### src/rtl/fp4dp_pkg.sv
package fp4dp_pkg;

  // Unsigned magnitude of a 3-bit E2M1 field, in units of one half.
  function automatic logic [3:0] e2m1_halves(input logic [2:0] mag);
    logic [1:0] ex;
    logic       mt;
    ex = mag[2:1];
    mt = mag[0];
    if (ex == 2'd0) begin
      e2m1_halves = {3'b000, mt};
    end else begin
      e2m1_halves = 4'({2'b00, 1'b1, mt} << (ex - 2'd1));
    end
  endfunction

  localparam int unsigned PROD_W  = 9;    // signed quarter-unit product
  localparam int unsigned MAX_PROD = 144; // 12 halves x 12 halves
  localparam int unsigned SH_W    = 11;   // signed shift amount

endpackage

### src/rtl/fp4_lane_mul.sv
module fp4_lane_mul
  import fp4dp_pkg::*;
(
  input  logic [3:0]               a_code,
  input  logic [3:0]               b_code,
  output logic signed [PROD_W-1:0] prod
);
  logic [3:0] ha;
  logic [3:0] hb;
  logic [7:0] mag;
  logic       neg;

  always_comb begin
    ha   = e2m1_halves(a_code[2:0]);
    hb   = e2m1_halves(b_code[2:0]);
    mag  = 8'(ha) * 8'(hb);
    neg  = a_code[3] ^ b_code[3];
    prod = neg ? -$signed({1'b0, mag}) : $signed({1'b0, mag});
  end
endmodule

### src/rtl/fp4_group_sum.sv
module fp4_group_sum
  import fp4dp_pkg::*;
#(
  parameter int unsigned GRP   = 32,
  parameter int unsigned SUM_W = 14
) (
  input  logic [4*GRP-1:0]        a_vec,
  input  logic [4*GRP-1:0]        b_vec,
  output logic signed [SUM_W-1:0] sum
);
  logic signed [PROD_W-1:0] prods [GRP];

  for (genvar g = 0; g < GRP; g++) begin : g_lane
    fp4_lane_mul u_mul (
      .a_code (a_vec[4*g +: 4]),
      .b_code (b_vec[4*g +: 4]),
      .prod   (prods[g])
    );
  end

  always_comb begin
    sum = '0;
    for (int i = 0; i < GRP; i++) begin
      sum = sum + SUM_W'(prods[i]);
    end
  end
endmodule

### src/rtl/fp4_scale_apply.sv
module fp4_scale_apply
  import fp4dp_pkg::*;
#(
  parameter bit          FMT_E8 = 1'b1,
  parameter int unsigned SUM_W  = 14,
  parameter int unsigned ACC_W  = 48,
  parameter int unsigned FRAC_W = 16
) (
  input  logic signed [SUM_W-1:0] sum,
  input  logic [7:0]              sa,
  input  logic [7:0]              sb,
  output logic signed [ACC_W-1:0] term
);
  localparam int unsigned PW = SUM_W + 9;

  logic signed [ACC_W-1:0] base_ext;
  logic signed [SH_W-1:0]  sh;
  logic [SH_W-1:0]         sh_mag;

  if (FMT_E8) begin : g_e8
    // Pure exponent scales: only the shift changes.
    always_comb begin
      base_ext = ACC_W'(sum);
      sh = $signed({3'b000, sa}) + $signed({3'b000, sb})
           + SH_W'(int'(FRAC_W) - 256);
    end
  end else begin : g_f8
    logic [3:0]             ma, mb;
    logic signed [6:0]      xa, xb;
    logic [7:0]             mprod;
    logic signed [PW-1:0]   s_ext, m_ext, pv;
    always_comb begin
      ma    = {(sa[6:3] != 4'd0), sa[2:0]};
      mb    = {(sb[6:3] != 4'd0), sb[2:0]};
      xa    = $signed({3'b000, (sa[6:3] == 4'd0) ? 4'd1 : sa[6:3]}) - 7'sd10;
      xb    = $signed({3'b000, (sb[6:3] == 4'd0) ? 4'd1 : sb[6:3]}) - 7'sd10;
      mprod = 8'(ma) * 8'(mb);
      s_ext = PW'(sum);
      m_ext = $signed(PW'({1'b0, mprod}));
      pv    = s_ext * m_ext;
      if (sa[7] ^ sb[7]) pv = -pv;
      base_ext = ACC_W'(pv);
      sh = SH_W'(xa) + SH_W'(xb) + SH_W'(int'(FRAC_W) - 2);
    end
  end

  // Arithmetic right shift floors; left shift wraps modulo 2^ACC_W.
  always_comb begin
    if (sh < 0) begin
      sh_mag = SH_W'(-sh);
      term   = base_ext >>> sh_mag;
    end else begin
      sh_mag = sh;
      term   = base_ext << sh_mag;
    end
  end
endmodule

### src/rtl/fp4_block_dot.sv
module fp4_block_dot
  import fp4dp_pkg::*;
#(
  parameter bit          FMT_E8 = 1'b1,
  parameter int unsigned ACC_W  = 48,
  parameter int unsigned FRAC_W = 16,
  localparam int unsigned GRP   = FMT_E8 ? 32 : 16,
  localparam int unsigned EW    = 4 * GRP
) (
  input  logic             clk,
  input  logic             rst_n,
  input  logic             start,
  input  logic             in_valid,
  output logic             in_ready,
  input  logic             in_last,
  input  logic [EW-1:0]    a_elems,
  input  logic [EW-1:0]    b_elems,
  input  logic [7:0]       a_scale,
  input  logic [7:0]       b_scale,
  output logic [ACC_W-1:0] total,
  output logic             done
);
  localparam int unsigned SUM_W = PROD_W + $clog2(GRP);
  localparam logic signed [SUM_W-1:0] MAX_SUM = SUM_W'(GRP * MAX_PROD);

  logic                    armed_q, armed_d;
  logic                    s1_valid_q, s1_valid_d;
  logic                    s1_last_q;
  logic signed [SUM_W-1:0] s1_sum_q;
  logic [7:0]              s1_sa_q, s1_sb_q;
  logic [ACC_W-1:0]        total_q, total_d;
  logic                    done_q, done_d;
  logic                    fire;
  logic signed [SUM_W-1:0] grp_sum;
  logic signed [ACC_W-1:0] term;

  fp4_group_sum #(.GRP(GRP), .SUM_W(SUM_W)) u_sum (
    .a_vec (a_elems),
    .b_vec (b_elems),
    .sum   (grp_sum)
  );

  fp4_scale_apply #(.FMT_E8(FMT_E8), .SUM_W(SUM_W), .ACC_W(ACC_W),
                    .FRAC_W(FRAC_W)) u_scale (
    .sum  (s1_sum_q),
    .sa   (s1_sa_q),
    .sb   (s1_sb_q),
    .term (term)
  );

  assign fire = in_valid & armed_q;

  always_comb begin
    armed_d = armed_q;
    if (start)                armed_d = 1'b1;
    else if (fire && in_last) armed_d = 1'b0;
    s1_valid_d = fire & ~start;
    total_d = total_q;
    if (start)           total_d = '0;
    else if (s1_valid_q) total_d = total_q + ACC_W'(term);
    done_d = s1_valid_q & s1_last_q & ~start;
  end

  always_ff @(posedge clk or negedge rst_n) begin
    if (!rst_n) begin
      armed_q    <= 1'b0;
      s1_valid_q <= 1'b0;
      total_q    <= '0;
      done_q     <= 1'b0;
    end else begin
      armed_q    <= armed_d;
      s1_valid_q <= s1_valid_d;
      total_q    <= total_d;
      done_q     <= done_d;
    end
  end

  // Group stage data, loaded only on an accepted transfer.
  always_ff @(posedge clk or negedge rst_n) begin
    if (!rst_n) begin
      s1_last_q <= 1'b0;
      s1_sum_q  <= '0;
      s1_sa_q   <= '0;
      s1_sb_q   <= '0;
    end else if (fire) begin
      s1_last_q <= in_last;
      s1_sum_q  <= grp_sum;
      s1_sa_q   <= a_scale;
      s1_sb_q   <= b_scale;
    end
  end

  assign in_ready = armed_q;
  assign total    = total_q;
  assign done     = done_q;


  sum_range_chk: assert property (@(posedge clk) disable iff (!rst_n)
    s1_valid_q |-> (s1_sum_q <= MAX_SUM && s1_sum_q >= -MAX_SUM));

  start_clear_chk: assert property (@(posedge clk) disable iff (!rst_n)
    start |=> (total == '0 && in_ready));

  last_drop_chk: assert property (@(posedge clk) disable iff (!rst_n)
    (in_valid && in_ready && in_last && !start) |=> !in_ready);

  done_pulse_chk: assert property (@(posedge clk) disable iff (!rst_n)
    done |=> !done);

  done_cause_chk: assert property (@(posedge clk) disable iff (!rst_n)
    done |-> $past(in_valid && in_ready && in_last, 2));

  hold_chk: assert property (@(posedge clk) disable iff (!rst_n)
    (!start && !s1_valid_q) |=> $stable(total));
endmodule

### config.mk
export PLATFORM = sky130hd
export DESIGN_NAME = fp4_block_dot
export DESIGN_NICKNAME = d
export VERILOG_FILES = /design/src/rtl/fp4dp_pkg.sv /design/src/rtl/fp4_lane_mul.sv /design/src/rtl/fp4_group_sum.sv /design/src/rtl/fp4_scale_apply.sv /design/src/rtl/fp4_block_dot.sv
export SDC_FILE = /design/constraint.sdc
export NUM_CORES = 2
export LEC_CHECK = 0
export ABC_AREA = 1
export BUFFER_PORTS_ARGS = -buffer_cell sky130_fd_sc_hd__buf_2
export CAP_MARGIN = 10
export CORE_ASPECT_RATIO = 2
export CORE_MARGIN = 2
export CORE_UTILIZATION = 25
export DETAILED_ROUTE_END_ITERATION = 10
export HOLD_SLACK_MARGIN = 0.05
export PLACE_DENSITY = 0.4
export SYNTH_ARGS = -nofsm -noshare
export SYNTH_HDL_FRONTEND = slang
export SYNTH_HIERARCHICAL = 1
export SYNTH_SLANG_ARGS = --single-unit
### constraint.sdc
create_clock -name clk -period 4.9 [get_ports clk]
set_input_delay 0.98 -clock clk [delete_from_list [all_inputs] [get_ports clk]]
set_output_delay 0.98 -clock clk [all_outputs]
set_load 0.05 [all_outputs]
# ---- Word level (Yosys, flattened, before mapping)
# Cells that the tools add are included.
dict set report op_classes {
  n_shift 66
  n_eq_ne 0
  n_bitwise 37
  add_sub_neg 131
  order_cmp 1
  n_reduce_logical 67
  mul 32
  n_mux 101
  div_mod_pow 0
}
# op count
set ops {}
lappend ops {{$add A14 B9 Y14} 29}
lappend ops {{$mux W9} 32}
lappend ops {{$neg A8 Y9} 32}
lappend ops {{$mul A4 B4 Y8} 32}
lappend ops {{$mux W4} 64}
lappend ops {{$shl A2 B2 Y4} 64}
lappend ops {{$mux W48} 3}
lappend ops {{$logic_not A2 Y1} 64}
lappend ops {{$sub A2 B1 Y2 const B} 64}
lappend ops {{$add A48 B48 Y48} 1}
lappend ops {{$shl A48 B11 Y48} 1}
lappend ops {{$sshr A14 B11 Y48} 1}
lappend ops {{$xor A1 B1 Y1} 32}
lappend ops {{$add A10 B9 Y11} 1}
lappend ops {{$add A10 B9 Y11 const B} 1}
lappend ops {{$lt A11 B1 Y1 const B} 1}
lappend ops {{$neg A11 Y11} 1}
lappend ops {{$add A9 B9 Y10} 1}
lappend ops {{$add A8 B8 Y9} 1}
lappend ops {{$and A1 B1 Y1} 4}
lappend ops {{$reduce_bool A2 Y1} 2}
lappend ops {{$mux W1} 2}
lappend ops {{$logic_and A1 B1 Y1} 1}
lappend ops {{$not A1 Y1} 1}
dict set report word_totals {
  memories 0
  latchBits 0
  ff_bits 82
  ramBits 0
  inputBits 277
  mem_bits_ro 0
}

# ---- Depth between registers and ports, before layout
dict set report depth {
  ltp_word 37
  ltp_mapped 50
  ltp_nobuf 50
}

# ---- Modules after synthesis
# Netlist, hierarchy kept.
# mod area_each_um2 cells_per_inst n_inst
set modules_own_cells {}
lappend modules_own_cells {{fp4_lane_mul (u_sum.g_lane[23].u_mul ...)} 882.1 145 16}
lappend modules_own_cells {{fp4_lane_mul (u_sum.g_lane[10].u_mul ...)} 925.9 150 14}
lappend modules_own_cells {fp4_group_sum 8418.1 889 1}
lappend modules_own_cells {fp4_block_dot 7283.2 1220 1}
lappend modules_own_cells {fp4_scale_apply 3231.8 693 1}
lappend modules_own_cells {{fp4_lane_mul (u_sum.g_lane[0].u_mul)} 910.9 150 1}
lappend modules_own_cells {{fp4_lane_mul (u_sum.g_lane[9].u_mul)} 882.1 152 1}

# ---- Worst setup path after synthesis
# Ideal clock, no wire load.
dict set report synth_timing {
  path_type {input-to-reg}
  start {in a_elems[89]}
  end {reg s1_sum_q[13]}
  cell_stages 42
  path_slack_ns -4.767
  arrival_time_ns 9.550
  required_ns 4.783
  cell_sequence {inv_1 ha_1 a21oi_4 inv_1 nor2_1 nand2_1 fa_1 inv_1 fa_1 inv_1 fa_1 inv_1 nor3_4 nand3_1 inv_1 nand3_1 nand2_1 inv_1 [... 6 more ...] inv_1 fa_1 inv_1 fa_1 fa_1 inv_1 fa_1 inv_1 ha_1 nand2_1 nor2_1 nand2_1 nor2_1 nor2_1 nand3_1 nand2_1 nand2_1 nand2_1}
}
# element line
set synth_lines {}
lappend synth_lines {{start: declaration} fp4_block_dot.sv:16} ;# input logic [EW-1:0] a_elems,
lappend synth_lines {{end signal: assignment} fp4_block_dot.sv:87} ;# s1_sum_q <= grp_sum;
lappend synth_lines {{end: declaration} fp4_block_dot.sv:29} ;# logic signed [SUM_W-1:0] s1_sum_q;

==> impl_metrics.toml <==
[timing]
worstMarginPinSlew_ps = 887
worst_hold_slack_ps = 483
fin_skew_ps = 15.2
rsz0062_at_grt = "yes"
finalCriticalPeriod_ps = 9240
period_share_pct = 189
hold_viol = 0
max_slew_margin_pct = 40.5
maxSlewViolCount = 0
setup_viol = 13
max_freq_mhz = 108
fin_ws_ps = -4340

[logic_synthesis]
synth_cells = 7524
ys.flop_type = "dfrtp_1"
async_flop_share_pct = 100
yosysUniqueCellTypes = 53
synth_edf_count = 0
syn-cell-area_sq_um = 47800
syn_nets = 8852
seq_area_frac_synth_pct = 4.29
ys_ff_latch = 82
synth_area_per_cell_sq_um = 6.35
ys_warn_count = 6

[critical_path]
reg2reg_to = "total[33]$_DFFE_PN0P_"
slowest_stage = "fa_2"
endpoint_kind = "register"
path_max_fanout = 4
r2r-start = "s1_sb_q[0]$_DFFE_PN0P_"
reg2reg_slack_ps = 0
ff2ff_path_depth = 41
arrival_ps = 9570
worstSetupPathType = "input pin to register"
slowest_delay_ps = 590
startpoint_type = "input pin"
startpoint = "a_elems[102]"
cp.required_ps = 5230

[clock_network]
clk_pin_slew_ps = 70
cts.sinks = 82
clockRootBuffer = "clkbuf_16"
h-tree-depth = 3
clockBufferDepth = 2
cts_buffers = 9
cts_tree = "done"
clk-insertion-delay-late_ps = 390

[global_route]
grt_first_pass_wirelength_um = 241000
gr-total-overflow = 0
antenna_found_initial = 3
grt.total_usage_pct = 15.1
grt_max_degree = 40
grt_pass1_vias = 47371

[final_layout]
layout.nets = 10544
area_growth_pct = 47.1
drive_gt1_share_pct = 38.9

[route]
route.met3.wl_um = 3930
wl_met1_um = 72500
top_layer_used = "met4"
wl_um = 148000
routed_via_density = 4.04
ant_nets = 0
drc = 0
first_pass_iters = 5
num_vias = 47416
drt_iter0_markers = 1738
route.met2.wl_um = 68800
wire_per_inst_um = 12.6

[placement]
numPortBuffers = 326
place.gp.congestion = 0.872
dp_hpwl_um = 132000

[hold_path]
hold_end = "s1_sb_q[3]$_DFFE_PN0P_"
hold_class = "register to register"
hold_path_startpoint = "s1_sb_q[3]$_DFFE_PN0P_"
hold_depth = 2

[outcome]
violations = "negative setup slack"
status = "finished with violations"

[run]
max_cap_violations = 0

[floorplanning]
num_rows = 227
start_util_pct = 25.1
core_area_sq_um = 191000
fp.dieW_um = 313
io_pins = 327
die_y_um = 622
die_area_sq_um = 195000
==> cells by family (layout without fill, tap and decap cells) <==
family                     after synthesis  count (layout)  synth area share (%)
DFF                                     82              82                  4.29
AOI/OAI and AO/OA                      413             414                  4.86
adders and majority gates             1051            1051                  34.1
other                                    0               4                     0
and+or+nand+nor                       3650            3653                  35.7
xor gates and xnor gates               171             171                  4.00
buffers and inverters                 2157            3850                  17.1
==> worst max path at each step <==
stage                                     to  slack, ps
floorplan           s1_sum_q[13]$_DFFE_PN0P_      -4150
global placement    s1_sum_q[13]$_DFFE_PN0P_      -4950
finish               s1_sum_q[9]$_DFFE_PN0P_      -4340
CTS                 s1_sum_q[13]$_DFFE_PN0P_      -4410
global route        s1_sum_q[13]$_DFFE_PN0P_      -4750
detailed placement  s1_sum_q[13]$_DFFE_PN0P_      -4950
==> placed cells by master, fill, tap and decap left out, drive strengths merged, types with 18 or more instances in the layout <==
cell type	n
nand2	2122
inv	2085
buf	1728
nor2	770
ha	632
nand3	530
fa	419
a21oi	262
xor2	149
o21ai	129
nor3	117
dfrtp	82
nand3b	51
or2	38
clkinv	23
xnor2	22
nand4	18
==> final cells by class <==
cell class                      instances  area [sq um]
Clock buffer                           12           246
Multi-Input combinational cell       5289         44100
Tap cell                             2519          3150
Sequential cell                        82          2050
Timing Repair Buffer                 1728         12700
Clock inverter                          4          51.3
Fill cell                           20649        120000
Inverter                             2106          7990
Antenna cell                            4          10.0
==> flip-flops by register name, indices dropped and copies added (netlist names) <==
signal	count
s1_last_q	1
s1_sa_q	8
in_ready	1
total	48
s1_valid_q	1
done	1
s1_sum_q	14
s1_sb_q	8
==> worst max-delay path, delay by kind of cell <==
kind	cells	cell delay, ps
adder cells (fa/ha/maj)	13	6190
AND/OR/NAND/NOR	13	1070
buffers and inverters	13	890
AO/OA/AOI/OAI	2	280
XOR/XNOR	1	130
==> what timing repair did <==
item / in CTS / in global routing
setup endpoints to repair: 56 / 58
buffers inserted: 41 / 56
resized for setup: 447 / 884
hold buffers: 0 / 0
cloned: 3 / 1
pin swaps: 216 / 413
==> cells in the mapped netlist, drive strengths merged (25+ instances only) <==
cell	count	area [sq um]
o21ai	128	663
nor2	770	3660
nand2	2119	8840
xor2	149	1720
or2	38	278
ha	632	7910
nor3	117	848
a21oi	262	1480
dfrtp	82	2050
nand3b	51	383
clkbuf	25	104
nand3	530	2900
fa	419	8390
buf	25	134
inv	2085	7830
==> stage by stage <==
| stage | setup slack [ps] | util [%] | instance area (sq um) | cells | TNS (ps) |
|---|---|---|---|---|---|
| 6_report | -4340 | 36.9 | 70300 | 11744 | -50350 |
| 5_1_grt | -4750 | 36.9 | 70300 | 11740 | -62410 |
| 3_5_place_dp | -4950 | 33.6 | 64100 | 11630 | -68800 |
| 3_3_place_gp | -4950 | 33.6 | 64100 | 11630 | -68400 |
| 2_1_floorplan | -4150 | - | 49500 | 7524 | -46570 |
| 4_1_cts | -4410 | 34.8 | 66400 | 11689 | -50900 |
==> per-layer routing <==
metal  global-route usage (%)  vias to the layer above
li1                         -                    25637
met4                     2.77                        0
met3                    0.972                       96
met5                        0                        -
met2                     25.7                      568
met1                     21.1                    21115
Power is left out: the tool's default activity adds up to more than one toggle a clock period on the data nets, which glitch-free logic cannot reach.
